$ cat config.mk
export PLATFORM = sky130hd
export DESIGN_NAME = irq_prio_bank
export DESIGN_NICKNAME = d
export VERILOG_FILES = /design/src/rtl/irq_prio_pkg.sv /design/src/rtl/irq_src_slot.sv /design/src/rtl/irq_prio_arb.sv /design/src/rtl/irq_prio_bank.sv
export SDC_FILE = /design/constraint.sdc
export NUM_CORES = 1
export LEC_CHECK = 0
export BUFFER_PORTS_ARGS = -buffer_cell sky130_fd_sc_hd__buf_4
export CAP_MARGIN = 5
export CORE_MARGIN = 3
export CORE_UTILIZATION = 35
export CTS_CLUSTER_DIAMETER = 100
export DETAILED_ROUTE_END_ITERATION = 16
export PLACE_DENSITY = 0.66
export SETUP_SLACK_MARGIN = 0.2
export SLEW_MARGIN = 20
export SYNTH_ARGS = -nofsm -noshare
export SYNTH_HDL_FRONTEND = slang
export SYNTH_SLANG_ARGS = --single-unit
$ cat constraint.sdc
create_clock -name clk_i -period 13.9 [get_ports clk_i]
set_input_delay 1.39 -clock clk_i [delete_from_list [all_inputs] [get_ports clk_i]]
set_output_delay 1.39 -clock clk_i [all_outputs]
set_load 0.05 [all_outputs]
$ cat src/rtl/irq_prio_pkg.sv
package irq_prio_pkg;
  parameter int unsigned IRQ_NSRC_DEF  = 8;
  parameter int unsigned IRQ_LVL_W_DEF = 3;

  function automatic int unsigned nib_base(int unsigned idx, int unsigned nib_w);
    return idx * nib_w;
  endfunction
endpackage

$ cat src/rtl/irq_src_slot.sv
module irq_src_slot #(
  parameter int unsigned LVL_W  = 3,
  parameter bit          IS_EXT = 1'b1
) (
  input  logic             clk_i,
  input  logic             rst_ni,
  input  logic             req_i,
  input  logic             touch_i,
  input  logic [LVL_W-1:0] lvl_wr_i,
  output logic [LVL_W-1:0] lvl_o,
  output logic             pend_o
);
  logic [LVL_W-1:0] lvl_q;
  logic             req_q;
  logic             pend_raw;

  always_ff @(posedge clk_i or negedge rst_ni) begin
    if (!rst_ni) begin
      lvl_q <= '0;
      req_q <= 1'b0;
    end else begin
      req_q <= req_i;
      if (touch_i) lvl_q <= lvl_wr_i;
    end
  end

  if (IS_EXT) begin : g_ext
    logic latch_q;
    // clear beats a coincident edge; edge detect forces a fresh toggle
    always_ff @(posedge clk_i or negedge rst_ni) begin
      if (!rst_ni)                             latch_q <= 1'b0;
      else if (touch_i)                        latch_q <= 1'b0;
      else if (req_i && !req_q && (|lvl_q))    latch_q <= 1'b1;
    end
    assign pend_raw = latch_q;
  end else begin : g_int
    assign pend_raw = req_q;
  end

  assign lvl_o  = lvl_q;
  assign pend_o = pend_raw & (|lvl_q);
endmodule

$ cat src/rtl/irq_prio_arb.sv
module irq_prio_arb #(
  parameter int unsigned N_SRC = 8,
  parameter int unsigned LVL_W = 3,
  localparam int unsigned SRC_W = $clog2(N_SRC)
) (
  input  logic [N_SRC-1:0]            pend_i,
  input  logic [N_SRC-1:0][LVL_W-1:0] lvl_i,
  output logic [LVL_W-1:0]            lvl_o,
  output logic [SRC_W-1:0]            src_o
);
  always_comb begin
    lvl_o = '0;
    src_o = '0;
    // ascending scan with >= lets the higher index win ties
    for (int i = 0; i < int'(N_SRC); i++) begin
      if (pend_i[i] && (lvl_i[i] >= lvl_o)) begin
        lvl_o = lvl_i[i];
        src_o = SRC_W'(i);
      end
    end
  end
endmodule

$ cat src/rtl/irq_prio_bank.sv
module irq_prio_bank
  import irq_prio_pkg::*;
#(
  parameter int unsigned      N_SRC    = IRQ_NSRC_DEF,
  parameter int unsigned      LVL_W    = IRQ_LVL_W_DEF,
  parameter logic [N_SRC-1:0] EXT_MASK = 8'h0F,
  localparam int unsigned NIB_W  = LVL_W + 1,
  localparam int unsigned DATA_W = N_SRC * NIB_W,
  localparam int unsigned SRC_W  = $clog2(N_SRC)
) (
  input  logic              clk_i,
  input  logic              rst_ni,
  input  logic              sel_i,
  input  logic              wr_en_i,
  input  logic [DATA_W-1:0] wdata_i,
  output logic [DATA_W-1:0] rdata_o,
  input  logic [N_SRC-1:0]  req_i,
  output logic [LVL_W-1:0]  irq_lvl_o,
  output logic [SRC_W-1:0]  irq_src_o
);
  logic                       wr;
  logic [N_SRC-1:0]           pend;
  logic [N_SRC-1:0][LVL_W-1:0] lvl;
  logic [DATA_W-1:0]          img;

  assign wr = sel_i & wr_en_i;

  for (genvar g = 0; g < int'(N_SRC); g++) begin : g_slot
    localparam int unsigned BASE = nib_base(g, NIB_W);
    logic touch;
    assign touch = wr & wdata_i[BASE+LVL_W];

    irq_src_slot #(
      .LVL_W (LVL_W),
      .IS_EXT(EXT_MASK[g])
    ) slot_i (
      .clk_i   (clk_i),
      .rst_ni  (rst_ni),
      .req_i   (req_i[g]),
      .touch_i (touch),
      .lvl_wr_i(wdata_i[BASE +: LVL_W]),
      .lvl_o   (lvl[g]),
      .pend_o  (pend[g])
    );

    assign img[BASE +: NIB_W] = {pend[g], lvl[g]};
  end

  irq_prio_arb #(
    .N_SRC(N_SRC),
    .LVL_W(LVL_W)
  ) arb_i (
    .pend_i(pend),
    .lvl_i (lvl),
    .lvl_o (irq_lvl_o),
    .src_o (irq_src_o)
  );

  assign rdata_o = img;
endmodule

==> metrics.cfg, run 1 <==
[floorplanning]
die_w_um=88.1
core_um2=6460
fp.dieH_um=88.1
rows=29
num_io_pins=82
fp.dieArea_um2=7760
initial_core_util_pct=36.5

[synthesis]
synthTopCellsByArea=dfrtp_1, mux2_2, ha_1
syn_area_per_cell_um2=10.3
synth.mux.area_fraction_pct=15.6
ys_seq_area_share_pct=38.2
synth_edf_count=0
syn_area_um2=2360
synth_top_area_cell=dfrtp_1
synth_cells=230
yosys.area_share.xor_xnor_pct=0
synthTopCellsByCount=dfrtp_1, mux2_2, nand2_1, inv_1, ha_1
yosysMostFrequentCell=dfrtp_1
ys_types=49
synth-compound-area-share_pct=16.5
ys_warn_count=0
synth_seq_cells=36
synth_top_family_by_area=compound AO/OA/AOI/OAI gates
netlist.area_leader.share_pct=38.2
synthArstFlopShare_pct=100
synthSimpleGateAreaFrac_pct=13.9
syn-num-nets=291
synth-main-ff-cell=dfrtp_1
synthAdderAreaFrac_pct=9.49

[status]
status=complete, no violations

[global_route]
overflow=0
grt_max_degree=37
grt_pass1_vias=1940
grt_pass1_wl_um=8740
antenna_found_initial=0
globalRouteTotalUtil_pct=14.0

[job]
max_cap_violations=0

[worst_setup_path]
crit_type=register to output port
critPathMaxStageDelay_ns=0.45
start_kind=register
cpMostUsedCell=ha_1
critPathSlowestCell=o21ai_0
r2r_slack_ns=12.69
worstPathMaxFanout=6
crit_arrival_ns=10.63
end_kind=output port
critPathRequiredTime_ns=12.51

[clock_network]
htreeDepth=2
cts_tree=built
clock_sinks=36
max-clock-path-buffers=2
clk_latency_ns=0.28
cts_buffers=5
clk_pin_slew_ns=0.07
cts_resized=0
cts-root-buf=clkbuf_8
cts_setup_buffers=0
cts_hold_buf=0

[timing]
fin_crit_ns=12.02
fmax_mhz=83.2
finalMaxSlewViolations=0
maxSlewHeadroom_pct=61.5
finalSetupViolations=0
holdWs_ns=0.556
worstMarginPinSlew_ns=0.577
rsz0062_at_grt=no
fin_crit_sh_pct=86.5
final_hold_viol_count=0
fin_tns_setup_ns=0
finClkSkew_ns=0.00333

[placement]
io_buffers=81
hpwl_um=4340
place.gp.congestion=0.760

[power]
vdd_ir_drop_max_uv=95.1
power_density_nw_per_um2=250
p_leak_uw=0.00152

[route]
viasPerCell=5.00
drt-total-wl_um=5370
num_vias=1935
ant_nets=0
drtIter0Drc=40
wl_per_cell_um=13.9
first_pass_iters=4
drc=0

[finish]
seq_area_um2=901
fin_nets=370
area_growth_pct=31.7
final_layout_size_suffix_gt1_share_pct=42.9
fillers=622
multi_input_area_um2=1310
antenna_cells=0

[worst_hold_path]
hold_path_class=register to register

sequential cells by signal (all words and copies together) (netlist names):
register	count
g_slot.slot_i.pend_raw	4
g_slot.slot_i.g_ext.latch_q	4
g_slot.slot_i.lvl_o	24
g_slot.slot_i.req_q	4
layout by cell type, fill, tap and decap left out, types with 2 or more instances in the layout:
master,instances
nor2b_1,5
buf_4,81
nand2b_1,7
o31a_1,5
inv_1,23
mux2_4,3
or3_1,2
nor2_1,3
mux2_2,26
and2_1,2
a21oi_1,8
o21a_1,4
a31oi_1,4
nor3_2,2
ha_1,17
o22ai_1,3
o22a_1,2
and3_1,3
clkbuf_8,5
o21ai_0,11
nand3_1,2
dfrtp_1,36
nand2_1,24
mux2i_1,3
nor3b_1,2
metal layers:
metal	global-route usage [%]	routed length [um]
met1	18.3	2420
met5	0	0
met4	4.12	39
met3	2.16	172
met2	24.0	2740
power breakdown:
part	internal (uW)	total [uW]	leakage (uW)	switching [uW]
logic	210	543	0.00104	333
registers	121	143	0.000422	21.6
clock network	53.3	91.9	0.0000552	38.6
total	384	778	0.00152	394
stage by stage:
stage               power (uW)  area, um2  instances  utilization [%]  setup slack (ns)
CTS                        787       3110        387             48.1              1.86
global route               835       3110        387             48.1              1.11
finish                     778       3110        387             48.1              1.88
global placement           683       3000        379             46.5              2.46
floorplan                  557       2360        230                -              2.56
detailed placement         691       3000        379             46.5              2.18
final timing paths:
check	from	endpoint	depth (start not counted)
max reg2reg	g_slot[1].slot_i.lvl_o[1]	g_slot[1].slot_i.g_ext.latch_q	3
max in group asynchronous	rst_ni	g_slot[5].slot_i.lvl_o[2]	1
min	g_slot[0].slot_i.lvl_o[0]	g_slot[0].slot_i.lvl_o[0]	1
max	g_slot[0].slot_i.g_ext.latch_q	irq_lvl_o[2]	46
min in group asynchronous	rst_ni	g_slot[7].slot_i.pend_raw	1
min reg2reg	g_slot[0].slot_i.lvl_o[0]	g_slot[0].slot_i.lvl_o[0]	1
cell type report:
| type | count | share of cell area [%] |
|---|---|---|
| Sequential cell | 36 | 29.0 |
| Clock buffer | 6 | 2.33 |
| Tap cell | 77 | 3.10 |
| Multi-Input combinational cell | 162 | 42.1 |
| Clock inverter | 2 | 1.13 |
| Timing Repair Buffer | 81 | 19.6 |
| Inverter | 23 | 2.78 |
kinds of logic (layout without fill, tap and decap cells):
family          count (synthesis)  in the layout
compound gates                 53             53
mux                            32             32
buf+inv                        32            112
fa+ha+maj                      18             18
flops                          36             36
simple gates                   59             59
critical path: cells and delay by family, from the launching register on:
kind                     cells  cell delay [ns]
AO/OA/AOI/OAI               15             3.66
AND/OR/NAND/NOR             19             2.87
adder cells (fa/ha/maj)      7             1.88
multiplexers                 4             1.33
flip-flops                   1             0.41
buffers and inverters        1             0.18
No activity file was read; power rests on OpenSTA's default activity.
==> run 2, diff against run 1 <==
--- a/config.mk
+++ b/config.mk
@@ -5,6 +5,7 @@
 export SDC_FILE = /design/constraint.sdc
 export NUM_CORES = 1
 export LEC_CHECK = 0
+export ABC_AREA = 1
 export BUFFER_PORTS_ARGS = -buffer_cell sky130_fd_sc_hd__buf_4
 export CAP_MARGIN = 5
 export CORE_MARGIN = 3
==> run 2 against run 1 <==
Power increased by 4.0%; critical endpoint is now irq_lvl_o[1]; register-to-register slack improved by 0.26 ns; core utilization about the same; synthesized cell count increased by 27%; wire length increased by 3.0%; first-iteration DRC count decreased by 40%; via count increased by 8.8%; critical path depth increased by 19.
==> metrics.cfg, run 2 <==
[clock_network]
htreeDepth=2  ; unchanged
clk_latency_ns=0.28  ; about the same
clock_sinks=36  ; unchanged
cts_buffers=5  ; unchanged
clk_pin_slew_ns=0.07  ; about the same
max-clock-path-buffers=2  ; unchanged
cts-root-buf=clkbuf_8
cts_tree=built
cts_setup_buffers=0  ; unchanged
cts_resized=0  ; unchanged
cts_hold_buf=0  ; unchanged

[synthesis]
synthTopCellsByArea=dfrtp_1, nand2_1, ha_1
synthTopCellsByCount=nand2_1, inv_1, dfrtp_1
yosysMostFrequentCell=nand2_1
synthArstFlopShare_pct=100  ; unchanged
synth-main-ff-cell=dfrtp_1
syn-num-nets=353  ; +21%
ys_seq_area_share_pct=38.0  ; -0.18 points
synth_edf_count=0  ; unchanged
syn_area_um2=2370  ; +0.48%
synth_seq_cells=36  ; unchanged
netlist.area_leader.share_pct=38.0  ; -0.18 points
synth_top_area_cell=dfrtp_1
syn_area_per_cell_um2=8.12  ; -21%
synth_cells=292  ; +27%
ys_warn_count=0  ; unchanged
ys_types=25  ; -49%

[finish]
fillers=674  ; +8.4%
final_cell_mix=buf_4, nand2_1, inv_1
stdcell_area_um2=3110  ; about the same
final_layout_size_suffix_gt1_share_pct=33.2  ; -9.7 points
fin_nets=433  ; +17%
final_common_cell=buf_4
antenna_cells=0  ; unchanged
area_growth_pct=31.0
largest_register_ffs=24  ; unchanged

[route]
first_pass_iters=7  ; +3
num_vias=2106  ; +8.8%
drc=0  ; unchanged
ant_nets=0  ; unchanged
drtIter0Drc=24  ; -40%
viasPerCell=4.68  ; -6.4%
wl_per_cell_um=12.3  ; -11%
drt-total-wl_um=5530  ; +3.0%

[placement]
pre_cts_slack_ns=4.74  ; +2.56 ns
hpwl_um=4520  ; +4.1%
place.gp.congestion=0.780  ; +2.6%
io_buffers=81  ; unchanged
dpl_cell_area_um2=3020  ; +0.50%

[timing]
fin_crit_ns=9.42  ; -2.60 ns
finalMaxSlewViolations=0  ; unchanged
fmax_mhz=106  ; +28%
fin_tns_setup_ns=0  ; unchanged
worstMarginPinSlew_ns=0.483  ; -0.0934 ns
finalSetupViolations=0  ; unchanged
holdWs_ns=0.500  ; -0.0562 ns
final_hold_viol_count=0  ; unchanged
fin_crit_sh_pct=67.8  ; -19 points
maxSlewHeadroom_pct=67.6  ; +6.1 points
finClkSkew_ns=0.00437  ; +0.00104 ns
rsz0062_at_grt=no
finalWorstSetupSlack_ns=4.48  ; +2.60 ns

[worst_hold_path]
worstHoldStart=g_slot[2].slot_i.req_q
hold_path_class=register to register

[worst_setup_path]
critPathSlowestCell=dfrtp_1
cp-startpoint=g_slot[0].slot_i.lvl_o[2]
critPathRequiredTime_ns=12.51  ; about the same
critPathMaxStageDelay_ns=0.41  ; -0.04 ns
r2r_start=g_slot[0].slot_i.lvl_o[2]
crit_arrival_ns=8.03  ; -2.60 ns
crit_type=register to output port
cpMostUsedCell=nand2_1
end_kind=output port
worstPathMaxFanout=7  ; +1
start_kind=register

[floorplanning]
die_w_um=88.3  ; +0.22%
rows=29  ; unchanged
fp.dieH_um=88.3  ; +0.22%
num_io_pins=82  ; unchanged
core_um2=6460  ; unchanged
initial_core_util_pct=36.7  ; +0.17 points
fp.dieArea_um2=7800  ; +0.44%

[power]
power_density_nw_per_um2=261  ; +4.1%
p_leak_uw=0.00171  ; +12%
vdd_ir_drop_max_uv=96.6  ; +1.5%

[global_route]
grt_pass1_wl_um=9090  ; +4.1%
grt_pass1_vias=2065  ; +6.4%
globalRouteTotalUtil_pct=14.8  ; +0.81 points
overflow=0  ; unchanged
grt_max_degree=37  ; unchanged
antenna_found_initial=0  ; unchanged

[status]
status=complete, no violations

[job]
max_cap_violations=0  ; unchanged

run 2: cell families after synthesis:
logic type / Yosys count / synth area share, %
AO/OA/AOI/OAI: 47 / 11.5
multiplexers: 7 / 3.32
AND/OR/NAND/NOR: 132 / 28.5
buffers and inverters: 53 / 9.66
adder cells (fa/ha/maj): 17 / 8.97
flip-flops: 36 / 38.0
run 2: critical path: cells and delay by family, from the launching register on:
family / cells / cell delay, ns
buffers and inverters: 12 / 0.96
AND/OR/NAND/NOR: 36 / 2.88
adder cells (fa/ha/maj): 7 / 2.01
AO/OA/AOI/OAI: 10 / 1.47
flip-flops: 1 / 0.41
run 2: worst paths after layout:
check / cells after the start / slack [ns] / to
setup / recovery: 65 / 4.48 / irq_lvl_o[1]
hold / removal: 2 / 0.50 / g_slot[2].slot_i.g_ext.latch_q
setup reg to reg: 4 / 12.95 / g_slot[0].slot_i.g_ext.latch_q
hold reg to reg: 2 / 0.50 / g_slot[2].slot_i.g_ext.latch_q
max in group asynchronous: 1 / 12.50 / g_slot[3].slot_i.req_q
min in group asynchronous: 1 / 1.05 / g_slot[6].slot_i.lvl_o[0]
run 2: metal layers:
metal / track usage, % / up-vias / share of wire (%)
met5: 0 / - / 0
met4: 4.53 / 0 / 0.89
met3: 3.54 / 5 / 4.7
met2: 26.2 / 42 / 51
met1: 17.7 / 964 / 44
li1: - / 1095 / -
run 2: final cells by class:
class,instances,area (um2),share of cell area [%]
multi-input combinational,203,1240,40.0
clock buffer,8,90.1,2.90
inverter,45,169,5.44
sequential,36,901,29.0
tap,77,96.3,3.10
timing repair buffer,81,608,19.6
run 2: where the power goes:
group,total [uW],switching (uW),internal [uW]
registers,134,14.3,120
clock network,77.5,37.0,40.5
logic,598,402,195
run 2: through the flow:
step / instances / power (uW) / util (%)
finish: 450 / 809 / 48.1
global route: 450 / 883 / 48.1
CTS: 450 / 818 / 48.1
detailed placement: 442 / 738 / 46.7
global placement: 442 / 725 / 46.7
floorplan: 292 / 592 / -
